## src/rtl/ea_pkg.sv

```systemverilog
package ea_pkg;

    localparam int EA_W = 16;

    typedef enum logic [1:0] {
        EA_PAGE     = 2'd0,
        EA_DIRECT   = 2'd1,
        EA_INDIRECT = 2'd2,
        EA_BASE     = 2'd3
    } ea_mode_t;

    typedef enum logic [2:0] {
        S_IDLE,
        S_CALC,
        S_RD1,
        S_REDIR,
        S_RD2,
        S_WRITE,
        S_DONE
    } ea_state_t;

endpackage

```

## src/rtl/ea_req_latch.sv

```systemverilog
module ea_req_latch #(
    parameter int W     = 16,
    parameter int OFF_W = 9,
    parameter int DST_W = 3,
    parameter int DST_LO = 9
) (
    input  logic                 clk,
    input  logic                 rst_n,
    input  logic                 load,
    input  ea_pkg::ea_mode_t     mode_i,
    input  logic [W-1:0]         pc_i,
    input  logic [W-1:0]         instr_i,
    input  logic [W-1:0]         base_i,
    output ea_pkg::ea_mode_t     mode_q,
    output logic [W-1:OFF_W]     page_q,
    output logic [OFF_W-1:0]     off_q,
    output logic [W-1:0]         base_q,
    output logic [DST_W-1:0]     dst_q
);
    import ea_pkg::*;

    always_ff @(posedge clk) begin
        if (!rst_n) begin
            mode_q <= EA_PAGE;
            page_q <= '0;
            off_q  <= '0;
            base_q <= '0;
            dst_q  <= '0;
        end else if (load) begin
            mode_q <= mode_i;
            page_q <= pc_i[W-1:OFF_W];
            off_q  <= instr_i[OFF_W-1:0];
            base_q <= base_i;
            dst_q  <= instr_i[DST_LO +: DST_W];
        end
    end

endmodule

```

## src/rtl/ea_addr_gen.sv

```systemverilog
module ea_addr_gen #(
    parameter int W     = 16,
    parameter int OFF_W = 9,
    parameter int IDX_W = 6
) (
    input  ea_pkg::ea_mode_t     mode,
    input  logic [W-1:OFF_W]     page,
    input  logic [OFF_W-1:0]     off,
    input  logic [W-1:0]         base,
    output logic [W-1:0]         ea
);
    import ea_pkg::*;

    localparam int PAD_W = W - IDX_W;

    logic [W-1:0] page_addr;
    logic [W-1:0] idx_ext;
    logic [W-1:0] base_sum;

    assign page_addr = {page, off};
    assign idx_ext   = {{PAD_W{1'b0}}, off[IDX_W-1:0]};
    assign base_sum  = base + idx_ext;

    always_comb begin
        unique case (mode)
            EA_BASE: ea = base_sum;
            default: ea = page_addr;
        endcase
    end

endmodule

```

## src/rtl/ea_seq.sv

```systemverilog
module ea_seq #(
    parameter int W = 16
) (
    input  logic                 clk,
    input  logic                 rst_n,
    input  logic                 start,
    input  ea_pkg::ea_mode_t     mode_q,
    input  logic [W-1:0]         ea,
    input  logic                 mem_valid,
    input  logic [W-1:0]         mem_rdata,
    output logic                 idle,
    output logic                 mem_req,
    output logic [W-1:0]         mem_addr,
    output logic                 wr_en,
    output logic [W-1:0]         wr_data,
    output logic                 done
);
    import ea_pkg::*;

    ea_state_t state, nxt;
    logic [W-1:0] mar, mdr;

    always_ff @(posedge clk) begin
        if (!rst_n) state <= S_IDLE;
        else        state <= nxt;
    end

    always_comb begin
        nxt = state;
        unique case (state)
            S_IDLE:  if (start) nxt = S_CALC;
            S_CALC:  nxt = (mode_q == EA_PAGE) ? S_WRITE : S_RD1;
            S_RD1:   if (mem_valid) nxt = (mode_q == EA_INDIRECT) ? S_REDIR : S_WRITE;
            S_REDIR: nxt = S_RD2;
            S_RD2:   if (mem_valid) nxt = S_WRITE;
            S_WRITE: nxt = S_DONE;
            S_DONE:  nxt = S_IDLE;
            default: nxt = S_IDLE;
        endcase
    end

    always_ff @(posedge clk) begin
        if (!rst_n) begin
            mar <= '0;
            mdr <= '0;
        end else begin
            unique case (state)
                S_CALC: begin
                    mar <= ea;
                    if (mode_q == EA_PAGE) mdr <= ea;
                end
                S_RD1, S_RD2: if (mem_valid) mdr <= mem_rdata;
                S_REDIR: mar <= mdr;
                default: ;
            endcase
        end
    end

    always_comb begin
        idle    = (state == S_IDLE);
        mem_req = (state == S_RD1) || (state == S_RD2);
        wr_en   = (state == S_WRITE);
        done    = (state == S_DONE);
    end

    assign mem_addr = mar;
    assign wr_data  = mdr;

    assert_req_hold_R7: assert property (@(posedge clk) disable iff (!rst_n)
        (mem_req && !mem_valid) |=> (mem_req && $stable(mem_addr)));

    assert_done_follows_wr_R8: assert property (@(posedge clk) disable iff (!rst_n)
        wr_en |=> (done && !wr_en));

    assert_done_single_R8: assert property (@(posedge clk) disable iff (!rst_n)
        done |=> !done);

    assert_page_no_read_R2: assert property (@(posedge clk) disable iff (!rst_n)
        (!idle && mode_q == EA_PAGE) |-> !mem_req);

    assert_redir_addr_R4: assert property (@(posedge clk) disable iff (!rst_n)
        (state == S_REDIR) |=> (mem_addr == $past(wr_data)));

endmodule

```

## src/rtl/ea_load_unit.sv

```systemverilog
module ea_load_unit #(
    parameter int W      = 16,
    parameter int OFF_W  = 9,
    parameter int IDX_W  = 6,
    parameter int DST_W  = 3,
    parameter int DST_LO = 9
) (
    input  logic             clk,
    input  logic             rst_n,
    input  logic             start,
    input  logic [1:0]       mode,
    input  logic [W-1:0]     pc,
    input  logic [W-1:0]     instr,
    input  logic [W-1:0]     base_val,
    output logic             busy,
    output logic             mem_req,
    output logic [W-1:0]     mem_addr,
    input  logic             mem_valid,
    input  logic [W-1:0]     mem_rdata,
    output logic             wr_en,
    output logic [DST_W-1:0] wr_dst,
    output logic [W-1:0]     wr_data,
    output logic             done
);
    import ea_pkg::*;

    logic             idle;
    logic             load;
    ea_mode_t         mode_q;
    logic [W-1:OFF_W] page_q;
    logic [OFF_W-1:0] off_q;
    logic [W-1:0]     base_q;
    logic [W-1:0]     ea;

    assign load = start && idle;
    assign busy = !idle;

    ea_req_latch #(.W(W), .OFF_W(OFF_W), .DST_W(DST_W), .DST_LO(DST_LO)) u_latch (
        .clk     (clk),
        .rst_n   (rst_n),
        .load    (load),
        .mode_i  (ea_mode_t'(mode)),
        .pc_i    (pc),
        .instr_i (instr),
        .base_i  (base_val),
        .mode_q  (mode_q),
        .page_q  (page_q),
        .off_q   (off_q),
        .base_q  (base_q),
        .dst_q   (wr_dst)
    );

    ea_addr_gen #(.W(W), .OFF_W(OFF_W), .IDX_W(IDX_W)) u_agen (
        .mode (mode_q),
        .page (page_q),
        .off  (off_q),
        .base (base_q),
        .ea   (ea)
    );

    ea_seq #(.W(W)) u_seq (
        .clk       (clk),
        .rst_n     (rst_n),
        .start     (start),
        .mode_q    (mode_q),
        .ea        (ea),
        .mem_valid (mem_valid),
        .mem_rdata (mem_rdata),
        .idle      (idle),
        .mem_req   (mem_req),
        .mem_addr  (mem_addr),
        .wr_en     (wr_en),
        .wr_data   (wr_data),
        .done      (done)
    );

    assert_ignore_start_R9: assert property (@(posedge clk) disable iff (!rst_n)
        (busy && start) |=> $stable(wr_dst));

    assert_wr_dst_stable_R6: assert property (@(posedge clk) disable iff (!rst_n)
        (busy && !done) |=> $stable(wr_dst));

endmodule

```

## config.mk

```make
export PLATFORM = sky130hd
export DESIGN_NAME = ea_load_unit
export DESIGN_NICKNAME = d
export VERILOG_FILES = /design/src/rtl/ea_pkg.sv /design/src/rtl/ea_req_latch.sv /design/src/rtl/ea_addr_gen.sv /design/src/rtl/ea_seq.sv /design/src/rtl/ea_load_unit.sv
export SDC_FILE = /design/constraint.sdc
export NUM_CORES = 1
export LEC_CHECK = 0
export BUFFER_PORTS_ARGS = -buffer_cell sky130_fd_sc_hd__buf_4
export CAP_MARGIN = 10
export CORE_ASPECT_RATIO = 1.4
export CORE_MARGIN = 3
export CORE_UTILIZATION = 40
export CTS_CLUSTER_DIAMETER = 30
export CTS_CLUSTER_SIZE = 16
export DETAILED_ROUTE_END_ITERATION = 8
export HOLD_SLACK_MARGIN = 0.02
export PLACE_DENSITY = 0.65
export SLEW_MARGIN = 20
export SYNTH_ARGS = -nofsm -noshare
export SYNTH_HDL_FRONTEND = slang
export SYNTH_HIERARCHICAL = 1
export SYNTH_SLANG_ARGS = --single-unit
```

## constraint.sdc

```tcl
create_clock -name clk -period 3.5 [get_ports clk]
set_input_delay 0.525 -clock clk [delete_from_list [all_inputs] [get_ports clk]]
set_output_delay 0.525 -clock clk [all_outputs]
set_load 0.05 [all_outputs]
```

==> metrics.md <==
| Metric | Value |
|---|---|
| Outcome | `completed` |
| DRC violations left | `0` |
| Mux share of post-synthesis cell area | `17.49%` |
| Area of the placeable core | `approximately 9600 µm²` |
| Register bit count reported by yosys | `72` |
| Count of port buffers added during placement | `95` |
| Area grow syn2layout | `26.77%` |
| F_max | `364.0 MHz` |
| Setup slack on the worst flop-to-flop path | `0.75 ns` |
| Remaining number of nets flagged by the antenna check after routing | `0` |
| Final wirelength | `roughly 9800 µm` |
| Crit-path slowest cell | `a211oi_1` |
| CP max FO | `6` |
| Area taken by flip-flops and latches | `1441 µm²` |
| Worst Reg2Reg Path Length in Cells | `9` |
| Reg clk slew, reported paths | `0.06 ns` |
| Final weighted congestion of routability-driven global placement | `0.8357` |
| Setup repair after global routing missed its margin | `false` |
| Number of sinks driven by the clock tree | `a little over 70` |
| WS Path Type | `reg -> reg` |
| Die height | `123.6 µm` |
| Leakage | `2.151 nW` |
| Synth Instances | `413` |
| Combined area of the multi-input logic cells | `2286 µm²` |
| NumNets Final | `574` |
| Cell chosen for the clock root | `clkbuf_16` |
| Full die area | `11120 µm²` |
| Total GRT Usage | `18.08%` |
| Final hold viol count | `0` |
| Number of enable flip-flop cells after synthesis | `0` |
| Die W | `approximately 90 µm` |
| Final design area excluding fillers | `5006 µm²` |
| Grt total ovfl | `0` |
| Hold Path Cell Cnt | `3` |
| Critical path's top delay family | `compound AO/OA/AOI/OAI gates` |
| CTS buffer count | `9` |
| Worst hold path startpoint | `base_val[5]` |
| Maximum number of pins on one net before global-route repair | `73` |
| Ratio of routed vias to standard cells | `5.244` |
| Top routing layer used | `met4` |
| Async S/R FF share, synth | `0%` |
| Final-layout setup total negative slack | `0 ns` |
| Shortest period the worst path allows | `2.747 ns` |
| Combinational family with the most area after synthesis | `compound AO/OA/AOI/OAI gates` |
| Number of search-and-repair iterations in the first detailed-routing pass | `4` |
| Drt first-iter violations | `162` |
| Clock latency at the later pin of the worst-skew pair | `0.34 ns` |
| Postcts setup bufs | `0` |
| Total met2 wirelength after detailed routing | `5120 µm` |
| Per-instance average area after synthesis | `9.561 µm²` |
| Number of inserted filler cells in the final layout | `920` |
| Worst reg2reg path endpoint | `u_seq/mem_addr[12]` |
| Via count of the first global-routing pass | `3230` |
| Clock Path Buffers | `2` |
| Worst relative slew slack | `43.25%` |
| Final worst path period share | `78.50%` |
| Simple-gate share of the synthesized area | `17.81%` |
| Number of antenna violations at the first check in global routing | `0` |
| Routed wire length per instance | `approximately 16 µm` |
| H-Tree Depth | `3` |
| Maximum vdd ir drop | `0.2878 mV` |
| Crit path buf inv count | `0` |
| Area fraction in compound gates after synthesis | `19.07%` |
| Kind of path behind the tightest hold check | `in -> reg` |
| Power per standard cell area | `781.2 nW/µm²` |
| Yosys warnings | `6` |
| XOR/XNOR Fraction of Synth Area | `0.8872%` |
| Type of destination of the critical path | `flip-flop` |
| Cell Chain, Critical Path | `ha_1 -> fa_1 -> a211o_1 -> a211oi_1 -> or4_1 -> a31oi_1 -> mux2i_1 -> nand2_1 -> o211a_1` |
| Launch point of the worst reg-to-reg path | `u_latch/off_q[0]` |
| Part of the Yosys area used for sequential elements | `36.50%` |
| First-pass GRT wire length | `15910 µm` |
| Adder and majority gate portion of the synthesized area | `2.408%` |
| Placed inst area | `4679 µm²` |
| Rows | `42` |
| CTS hold repair buffers | `0` |
| Worst path required time | `3.73 ns` |
| Net count after synthesis | `490` |
| Share of layout cells above drive strength 1 | `28.49%` |
| Number of top-level design ports | `roughly 110` |
| Cell area after technology mapping | `3949 µm²` |
| Actual slew at the worst max-slew pin | `0.8472 ns` |
| Worst Hold Path EP | `u_latch/base_q[5]` |
| Netlist cell types | `around 50` |
| Delay of the slowest critical-path stage | `0.55 ns` |
| Number of max-capacitance violations reported | `0` |
| WL met1 | `between 4000 and 5000 µm` |
| Max-slew violation count | `0` |
| Layout Skew | `0.005365 ns` |
| Final setup violation count | `0` |
| TritonCTS clock tree | `yes` |
| Primary FF master, synth | `dfxtp_1` |
| Initial core utilization | `41.29%` |
| Routed length on met3 | `500 µm` |
| # diodes | `0` |
| Startpoint Class | `flip-flop` |
| CP Data Arrival Time | `about 3 ns` |
| PostCTS Resize Cnt | `0` |
| Via Count | `3325` |
| Half-perimeter wire length after detailed placement | `slightly above 7000 µm` |
-- worst max-delay path by stage --
| stage | startpoint | endpoint | slack (ns) | cells past startpoint |
|---|---|---|---|---|
| after floorplan | u_latch/off_q[0] | u_seq/mem_addr[14] | 1.14 | 9 |
| after global placement | u_latch/off_q[0] | u_seq/mem_addr[10] | 0.82 | 9 |
| after detailed placement | u_latch/off_q[0] | u_seq/mem_addr[12] | 0.79 | 9 |
| after CTS | u_latch/off_q[0] | u_seq/mem_addr[14] | 0.77 | 9 |
| after global routing | u_latch/off_q[0] | u_seq/mem_addr[14] | 0.57 | 9 |
| final | u_latch/off_q[0] | u_seq/mem_addr[12] | 0.75 | 9 |
-- state kept, by name (all words and copies together) (netlist names) --
register / flops
u_latch/dst_q: 3
u_seq/wr_data: 16
u_latch/mode_q: 2
u_latch/base_q: 16
u_latch/off_q: 9
u_latch/page_q: 7
u_seq/state: 3
u_seq/mem_addr: 16
-- cells by family (layout without fill, tap and decap cells) --
family / count (synthesis) / count (layout)
simple gates: 126 / 126
compound gates: 99 / 99
flops: 72 / 72
mux: 69 / 69
buf+inv: 36 / 125
fa+ha+maj: 7 / 7
xor+xnor: 4 / 4
-- cell usage after synthesis (3+ instances only) --
cell type / instances / area [µm²]
nor2_1: 14 / 52.55
inv_1: 7 / 26.28
nor3_1: 4 / 20.02
xnor2_1: 3 / 26.28
nand2_1: 30 / 112.6
a211o_1: 3 / 26.28
buf_12: 3 / 60.06
nor2b_1: 39 / 244.0
o21ai_2: 4 / 35.03
or4_1: 9 / 67.56
buf_2: 7 / 35.03
o21a_1: 3 / 22.52
clkbuf_1: 13 / 48.80
ha_1: 6 / 75.07
nand4_1: 3 / 18.77
and3_1: 5 / 31.28
or3_1: 3 / 18.77
buf_6: 4 / 45.04
dfxtp_1: 72 / 1441
nand3_1: 7 / 35.03
o211a_1: 16 / 160.2
mux2i_1: 69 / 690.7
o31ai_1: 7 / 52.55
o21ai_0: 10 / 50.05
a31oi_1: 8 / 50.05
o21ai_1: 10 / 50.05
a21oi_1: 10 / 50.05
a21oi_2: 14 / 122.6
-- tightest hold or removal path: stages --
cell     delay (ns)
buf_4          0.08
mux2i_1        0.05
nor2b_1        0.09
-- cell usage in the layout, fill, tap and decap left out, drive strengths merged, types with 3 or more instances in the layout --
master  synthesis  layout
a211o           3       3
a21oi          24      24
a31oi           8       8
and3            6       6
buf            16     102
clkbuf         13      10
clkinv          0       3
dfxtp          72      72
ha              6       6
inv             7       7
mux2i          69      69
nand2          30      30
nand3           7       7
nand4           3       3
nor2           15      15
nor2b          39      39
nor3            4       4
o211a          16      16
o21a            3       3
o21ai          24      24
o31ai           7       7
or3             3       3
or4             9       9
xnor2           3       3
-- metal layers --
layer  GRT usage, %  up-vias
met5              0        -
met1          21.37     1560
li1               -     1683
met3          5.052        6
met4          4.885        0
met2          32.39       76
-- where the power goes --
part | switching (mW) | total [mW] | internal (mW) | leakage [nW]
sequential | 0.197 | 1.22 | 1.02 | 0.592
clock | 0.343 | 0.982 | 0.639 | 0.158
combinational | 1.08 | 1.71 | 0.631 | 1.40
total | 1.62 | 3.91 | 2.29 | 2.15
-- metrics by stage --
stage | hold WS (ns) | utilization, % | power, mW | worst slack, ns | instances
after floorplan | 0.4768 | - | 2.545 | 1.136 | 413
after global placement | 0.4830 | 48.93 | 2.922 | 0.8173 | 618
after detailed placement | 0.4869 | 48.93 | 2.950 | 0.7872 | 618
after CTS | 0.4399 | 52.29 | 3.941 | 0.7746 | 634
after global routing | 0.4407 | 52.34 | 4.143 | 0.5666 | 634
final | 0.4431 | 52.34 | 3.911 | 0.7525 | 634
-- area by class of cell --
class / count / share of cell area (%)
clock buffers: 10 / 4.774
clock inverters: 6 / 1.650
inverters: 7 / 0.5249
multi-input cells: 305 / 45.66
flip-flops and latches: 72 / 28.79
well taps: 132 / 3.299
repair buffers: 102 / 15.30
Note: power is estimated with default switching activity, not from simulation.
